==> src/rtl/cto_pkg.sv <==
package cto_pkg;
    typedef enum logic [1:0] {
        ACT_NONE = 2'd0,
        ACT_LOW  = 2'd1,
        ACT_HIGH = 2'd2,
        ACT_HOLD = 2'd3
    } trip_act_e;
endpackage

==> src/rtl/cto_qualifier.sv <==
module cto_qualifier #(
    parameter int QUAL_W = 4
) (
    input  logic              clk,
    input  logic              rst_n,
    input  logic              raw_i,
    input  logic [QUAL_W-1:0] len_i,
    output logic              sync_o,
    output logic              qual_o
);
    typedef struct packed {
        logic              s1;
        logic              s2;
        logic              qual;
        logic [QUAL_W-1:0] cnt;
    } qual_st_t;

    qual_st_t st_d, st_q;
    logic [QUAL_W-1:0] limit;

    always_comb begin
        limit = (len_i == '0) ? '0 : len_i - 1'b1;
        st_d    = st_q;
        st_d.s1 = raw_i;
        st_d.s2 = st_q.s1;
        if (st_q.s2 == st_q.qual) begin
            st_d.cnt = '0;
        end else if (st_q.cnt >= limit) begin
            st_d.qual = st_q.s2;
            st_d.cnt  = '0;
        end else begin
            st_d.cnt = st_q.cnt + 1'b1;
        end
    end

    always_ff @(posedge clk or negedge rst_n) begin
        if (!rst_n) st_q <= '0;
        else        st_q <= st_d;
    end

    assign sync_o = st_q.s2;
    assign qual_o = st_q.qual;
endmodule

==> src/rtl/cto_blanker.sv <==
module cto_blanker #(
    parameter int BLANK_W = 8
) (
    input  logic               clk,
    input  logic               rst_n,
    input  logic               zero_i,
    input  logic [BLANK_W-1:0] offset_i,
    input  logic [BLANK_W-1:0] window_i,
    output logic               blank_o
);
    localparam int POS_W = BLANK_W + 1;

    typedef struct packed {
        logic             armed;
        logic [POS_W-1:0] pos;
    } blank_st_t;

    blank_st_t st_d, st_q;
    logic [POS_W-1:0] win_start, win_end;

    always_comb begin
        win_start = {1'b0, offset_i};
        win_end   = {1'b0, offset_i} + {1'b0, window_i};
        st_d = st_q;
        if (zero_i) begin
            st_d.armed = 1'b1;
            st_d.pos   = '0;
        end else if (st_q.armed && (st_q.pos != '1)) begin
            st_d.pos = st_q.pos + 1'b1;
        end
    end

    always_ff @(posedge clk or negedge rst_n) begin
        if (!rst_n) st_q <= '0;
        else        st_q <= st_d;
    end

    assign blank_o = st_q.armed && (st_q.pos >= win_start) && (st_q.pos < win_end);
endmodule

==> src/rtl/cto_override.sv <==
module cto_override
    import cto_pkg::*;
(
    input  logic       clk,
    input  logic       rst_n,
    input  logic       trip_i,
    input  logic [1:0] action_i,
    input  logic       pwm_i,
    output logic       pwm_o
);
    typedef struct packed {
        logic last;
    } ovr_st_t;

    ovr_st_t   st_d, st_q;
    trip_act_e act;
    logic      pwm_mux;

    always_comb begin
        act = trip_act_e'(action_i);
        pwm_mux = pwm_i;
        if (trip_i) begin
            case (act)
                ACT_LOW:  pwm_mux = 1'b0;
                ACT_HIGH: pwm_mux = 1'b1;
                ACT_HOLD: pwm_mux = st_q.last;
                default:  pwm_mux = pwm_i;
            endcase
        end
        st_d.last = pwm_mux;
    end

    always_ff @(posedge clk or negedge rst_n) begin
        if (!rst_n) st_q <= '0;
        else        st_q <= st_d;
    end

    assign pwm_o = pwm_mux;
endmodule

==> src/rtl/cmp_trip_override.sv <==
module cmp_trip_override #(
    parameter int QUAL_W  = 4,
    parameter int BLANK_W = 8,
    parameter int THR_W   = 10
) (
    input  logic               clk,
    input  logic               rst_n,
    input  logic               cmp_raw,
    input  logic               ctr_zero,
    input  logic               pwm_in,
    input  logic               cfg_invert,
    input  logic [QUAL_W-1:0]  cfg_qual_len,
    input  logic               cfg_blank_en,
    input  logic [BLANK_W-1:0] cfg_blank_offset,
    input  logic [BLANK_W-1:0] cfg_blank_window,
    input  logic               cfg_async_path,
    input  logic [1:0]         cfg_action,
    input  logic [THR_W-1:0]   cfg_threshold,
    output logic [THR_W-1:0]   threshold_out,
    output logic               pwm_out,
    output logic               trip_event
);
    typedef struct packed {
        logic             run;
        logic             evt;
        logic [THR_W-1:0] thr;
    } top_st_t;

    top_st_t st_d, st_q;
    logic sync_s, qual_s, blank_s;
    logic cmp_s, active_s, filt_s;

    cto_qualifier #(.QUAL_W(QUAL_W)) u_qual (
        .clk    (clk),
        .rst_n  (rst_n),
        .raw_i  (cmp_raw),
        .len_i  (cfg_qual_len),
        .sync_o (sync_s),
        .qual_o (qual_s)
    );

    cto_blanker #(.BLANK_W(BLANK_W)) u_blank (
        .clk      (clk),
        .rst_n    (rst_n),
        .zero_i   (ctr_zero),
        .offset_i (cfg_blank_offset),
        .window_i (cfg_blank_window),
        .blank_o  (blank_s)
    );

    always_comb begin
        cmp_s    = qual_s ^ cfg_invert;
        active_s = st_q.run && !cmp_s;
        filt_s   = active_s && !(cfg_blank_en && blank_s);
        st_d     = st_q;
        st_d.run = 1'b1;
        st_d.evt = filt_s;
        st_d.thr = cfg_threshold;
    end

    always_ff @(posedge clk or negedge rst_n) begin
        if (!rst_n) st_q <= '0;
        else        st_q <= st_d;
    end

    assign trip_event    = cfg_async_path ? active_s : st_q.evt;
    assign threshold_out = st_q.thr;

    cto_override u_ovr (
        .clk      (clk),
        .rst_n    (rst_n),
        .trip_i   (trip_event),
        .action_i (cfg_action),
        .pwm_i    (pwm_in),
        .pwm_o    (pwm_out)
    );
endmodule

==> config.mk <==
export PLATFORM = sky130hd
export DESIGN_NAME = cmp_trip_override
export DESIGN_NICKNAME = d
export VERILOG_FILES = /design/src/rtl/cto_pkg.sv /design/src/rtl/cto_qualifier.sv /design/src/rtl/cto_blanker.sv /design/src/rtl/cto_override.sv /design/src/rtl/cmp_trip_override.sv
export SDC_FILE = /design/constraint.sdc
export NUM_CORES = 1
export LEC_CHECK = 0
export ABC_AREA = 1
export ABC_CLOCK_PERIOD_IN_PS = 1600
export BUFFER_PORTS_ARGS = -buffer_cell sky130_fd_sc_hd__buf_2
export CAP_MARGIN = 20
export CORE_MARGIN = 5
export CORE_UTILIZATION = 45
export DETAILED_ROUTE_END_ITERATION = 12
export PLACE_DENSITY_LB_ADDON = 0.08
export SYNTH_ARGS = -nofsm -noshare
export SYNTH_HDL_FRONTEND = slang
export SYNTH_HIERARCHICAL = 1
export SYNTH_SLANG_ARGS = --single-unit
==> constraint.sdc <==
create_clock -name clk -period 1.6 [get_ports clk]
set_input_delay 0.08 -clock clk [delete_from_list [all_inputs] [get_ports clk]]
set_output_delay 0.08 -clock clk [all_outputs]
set_load 0.03 [all_outputs]
==> impl_summary.md <==
Routing
For this run, design rule violations remaining after detail routing come to 0. The detailed-route vias per instance is 4.73. The highest metal layer with signal wires is met4. After detailed routing, the met2 layer carries 2180 µm of wire.

Dividing the detail-routed wire length by the instance count gives 11.3 µm. The number of DRC markers after the initial detailed-route iteration is 83. The number of detailed-route iterations in the first pass is 4. After detailed routing, the wire length on met1 is 2260 µm. The routed design has 4660 µm of wire. The routed design uses 204 µm of met3 wire. For this block, the via count after detailed routing is 1953. The detail route stage leaves a number of antenna-violating nets equal to 0.

Timing
The max-slew violation count is 0. For the pin with the worst max-slew slack, the measured transition is 0.650 ns. For the final database, setup skew stands at 0.00280 ns.

Once routing completed, OpenROAD measured the worst setup slack at -0.184 ns. The final setup violation count is 1. Derived from the worst setup path, the maximum achievable clock frequency is 560 MHz. Measured against its own limit, the worst slew margin works out to 56.6%. The final-report hold violation count was 0.

The smallest clock period supported by the final layout is computed as 1.78 ns. Setup repair after global routing could not meet its margin everywhere. The share of the cycle needed by the critical path after routing is 112%.

Setup path
The most numerous cell type found on the critical path is sky130_fd_sc_hd__nand2_1. The slowest stage of the critical path is the sky130_fd_sc_hd__fa_2 cell. The critical path required time is 1.76 ns. The worst setup path is of the in2reg kind. The kind of capture point of the worst setup path is a flip-flop. The count of cells along the worst register-to-register path is 9. Data arrives at the worst endpoint at 1.95 ns.

The highest cell delay on the worst timing path is 0.36 ns. The critical path goes through buf_8, ha_4, inv_2, fa_2, o21ai_4, nand2_1, nand2_1, xor2_1, ha_1, a21oi_2, o21a_1, nand3_1, nor2_1, nand2_1, inv_1, nor2_1. The largest driver fanout on the critical path is 3. STA classifies the critical path startpoint as an input port.

Clocking
The longest clock path from root to sink contains 2 buffers. The clock tree synthesis step divided the H-tree into 2 levels. The later-pin clock latency in the skew report is 0.27 ns. The clock tree from TritonCTS is done. Clock-pin slew was measured on the worst setup and hold paths at 0.06 ns. The root cell of the clock tree is sky130_fd_sc_hd__clkbuf_8. The clock net in this run drives a total of 30 sinks.

In this run, CTS created clock tree buffers numbering 5.

GRT
The via count of the first global-routing pass is 1904. The first-pass GRT wire length is 8200 µm. The number of antenna violations at the first check in global routing is 0. The aggregate global routing overflow is 0. The maximum number of pins on one net before global-route repair is 31. In the global route stage, overall resource usage came out at 16.0%.

Finish
The area growth from synthesis to final layout is 35.2%. The repair_antennas step left the layout with diodes totalling 0. The share of final-layout standard cells stronger than drive strength 1 is 30.4%. The utilization of the core after routing is 62.3%.

The number of nets in the layout is 430.

Logic synthesis
The synthesized netlist devotes 23.1% of its cell area to simple gates. After synthesis, the largest area contributor takes up 34.7% of total cell area. The portion of synthesized area spent on multiplexers is 0%. The area share of xor/xnor cells in the synthesized design is 3.18%.

The number of synthesis warnings is 6. The synthesized netlist contains 31 unique library cells. The combinational family with the most area after synthesis is simple AND/OR/NAND/NOR gates. The sequential fraction of the synthesis area is 34.7%. The synthesized-area fraction occupied by ao, oa, aoi and oai cells is 9.25%. Of all cell types, the one taking the most synthesized area is sky130_fd_sc_hd__dfrtp_1. The post-synthesis average cell area is 7.98 µm².

Synthesis produced a netlist with a net count of 343. In the synthesized netlist, the number of instances is 271. After Yosys synthesis, full adders, half adders and majority gates account for 18.9% of the synthesized area. The cell area that synthesis handed to floorplanning was 2160 µm². The number of storage elements in the synthesis netlist is 30. By area the synthesized netlist is led by sky130_fd_sc_hd__dfrtp_1, sky130_fd_sc_hd__ha_1, sky130_fd_sc_hd__nand2_1.

Run status
The final reports fail on setup timing. The run finished, with violations left.

Floorplan
The floorplan step defined a die boundary enclosing 6290 µm². In this run the vertical extent of the chip is 79.3 µm. In this run the standard cell core region covers 4690 µm².

52 I/O pins were placed. The initial core utilization is 46.1%. The floorplan step set the die width to 79.3 µm. After floorplanning, the core was divided into 25 placement rows.

Power and ir drop
The proportion of power drawn by the clock network is 27.0%. The power spent charging and discharging nets is 0.000728 W. Combinational cells account for 33.5% of the total power. The worst vdd rail ir drop is 0.908 mV. In this run switching power makes up 32.4% of total power. The cell-internal power is 0.00152 W. The power density over cell area is 768 nW/µm².

The completed layout was analyzed and its total power is 0.00225 W. The static leakage is 1.62 nW. The fraction of power consumed by sequential logic is 39.5%.

Placement
The number of port buffers is 51. Detailed placement ended at an HPWL of 3680 µm. The routability-driven placement congestion ratio is 0.826.

Hold path
The worst hold path was traced through 4 stages. The path class of the tightest hold or removal check is in2reg.

Run
The number of violations of the max-capacitance limit is 0.
==> path summary, 6_finish.rpt <==
kind | startpoint | end | slack, ns
min in group asynchronous | rst_n | threshold_out[5] | 0.38
hold / removal | cfg_blank_en | st_q[10] | 0.05
setup / recovery | cfg_blank_offset[0] | st_q[10] | -0.18
setup reg to reg | u_blank/st_q[1] | u_blank/st_q[5] | 0.01
hold reg to reg | u_qual/st_d[5] | u_qual/sync_o | 0.35
max in group asynchronous | rst_n | u_qual/qual_o | 0.76
==> power by group through the flow <==
stage	clock network (W)	registers (W)	logic [W]
floorplan	0	0.000894	0.000461
global placement	0	0.000903	0.000665
detailed placement	0	0.000907	0.000682
CTS	0.000630	0.000894	0.000722
global route	0.000664	0.000897	0.000866
finish	0.000606	0.000886	0.000753
==> critical path: cells and delay by family <==
family / cells / cell delay (ns)
adders and majority gates: 3 / 0.75
buffers and inverters: 3 / 0.15
xor gates and xnor gates: 1 / 0.16
AOI/OAI and AO/OA: 3 / 0.42
and+or+nand+nor: 6 / 0.38
==> synthesized netlist by cell type, drive strengths merged <==
cell	instances
inv	42
or2	1
o21a	1
dfrtp	30
a31oi	1
xor2	4
buf	10
nor2	24
a21oi	20
nand3	18
fa	1
nand2	62
o21bai	1
a21boi	1
nand4	5
ha	31
a21o	2
xnor2	3
nor3	3
o31ai	1
conb	1
o21ai	9
==> routing by layer <==
metal,track usage (%),up-vias
met3,2.95,2
met4,3.09,0
li1,-,1039
met1,21.9,877
met2,26.5,35
met5,0,-
==> state kept, by name, summed over array words and instances, names as in the netlist <==
name,cells
u_qual/sync_o,1
u_qual/st_q,4
st_q,2
u_ovr/st_q,1
threshold_out,10
u_qual/qual_o,1
u_blank/st_q,10
u_qual/st_d,1
==> cell usage in the layout, fill, tap and decap left out, types with 2 or more instances in the layout <==
master,synthesis,final
sky130_fd_sc_hd__a21oi_2,0,2
sky130_fd_sc_hd__nor2_1,21,20
sky130_fd_sc_hd__inv_2,3,4
sky130_fd_sc_hd__ha_1,31,28
sky130_fd_sc_hd__dlygate4sd3_1,0,12
sky130_fd_sc_hd__ha_2,0,2
sky130_fd_sc_hd__nor2_2,2,2
sky130_fd_sc_hd__a21oi_1,20,18
sky130_fd_sc_hd__nand3_2,1,2
sky130_fd_sc_hd__nand4_1,5,5
sky130_fd_sc_hd__o21ai_1,3,3
sky130_fd_sc_hd__buf_4,10,28
sky130_fd_sc_hd__nand3_1,17,15
sky130_fd_sc_hd__a21o_1,2,2
sky130_fd_sc_hd__clkbuf_8,0,6
sky130_fd_sc_hd__inv_1,39,38
sky130_fd_sc_hd__o21ai_0,5,5
sky130_fd_sc_hd__xor2_1,3,3
sky130_fd_sc_hd__dfrtp_1,30,29
sky130_fd_sc_hd__buf_2,0,48
sky130_fd_sc_hd__nand2_1,61,60
sky130_fd_sc_hd__xnor2_1,3,3
==> cells by family after synthesis <==
logic type | count (synthesis)
xor gates and xnor gates | 7
DFF | 30
and+or+nand+nor | 113
adders and majority gates | 32
AOI/OAI and AO/OA | 36
other | 1
buffers and inverters | 52
==> area by class of cell <==
cell class	instances	area [µm²]
clock buffers	7	86.3
clock inverters	1	5.00
fillers	430	1770
inverters	42	158
multi-input cells	189	1260
flip-flops and latches	30	752
well taps	54	67.6
repair buffers	90	597
==> through the flow <==
stage	setup slack (ns)	hold slack, ns	instances	cell area [µm²]	TNS, ns
2_1_floorplan	-0.287	-0.216	271	2180	-0.287
3_3_place_gp	-0.517	0.147	389	2600	-0.683
3_5_place_dp	-0.582	0.153	389	2600	-0.785
4_1_cts	-0.209	0.0371	411	2890	-0.209
5_1_grt	-0.330	0.0396	413	2920	-0.903
6_report	-0.184	0.0500	413	2920	-0.184
==> timing repair <==
item                       in CTS  in global routing
hold buffers                   12                  0
buffers inserted                2                  2
hold endpoints to repair       41                  0
pin swaps                      14                  3
gates resized for setup        11                  8
setup endpoints to repair       4                 11
Power figures use the tool's default switching activity.
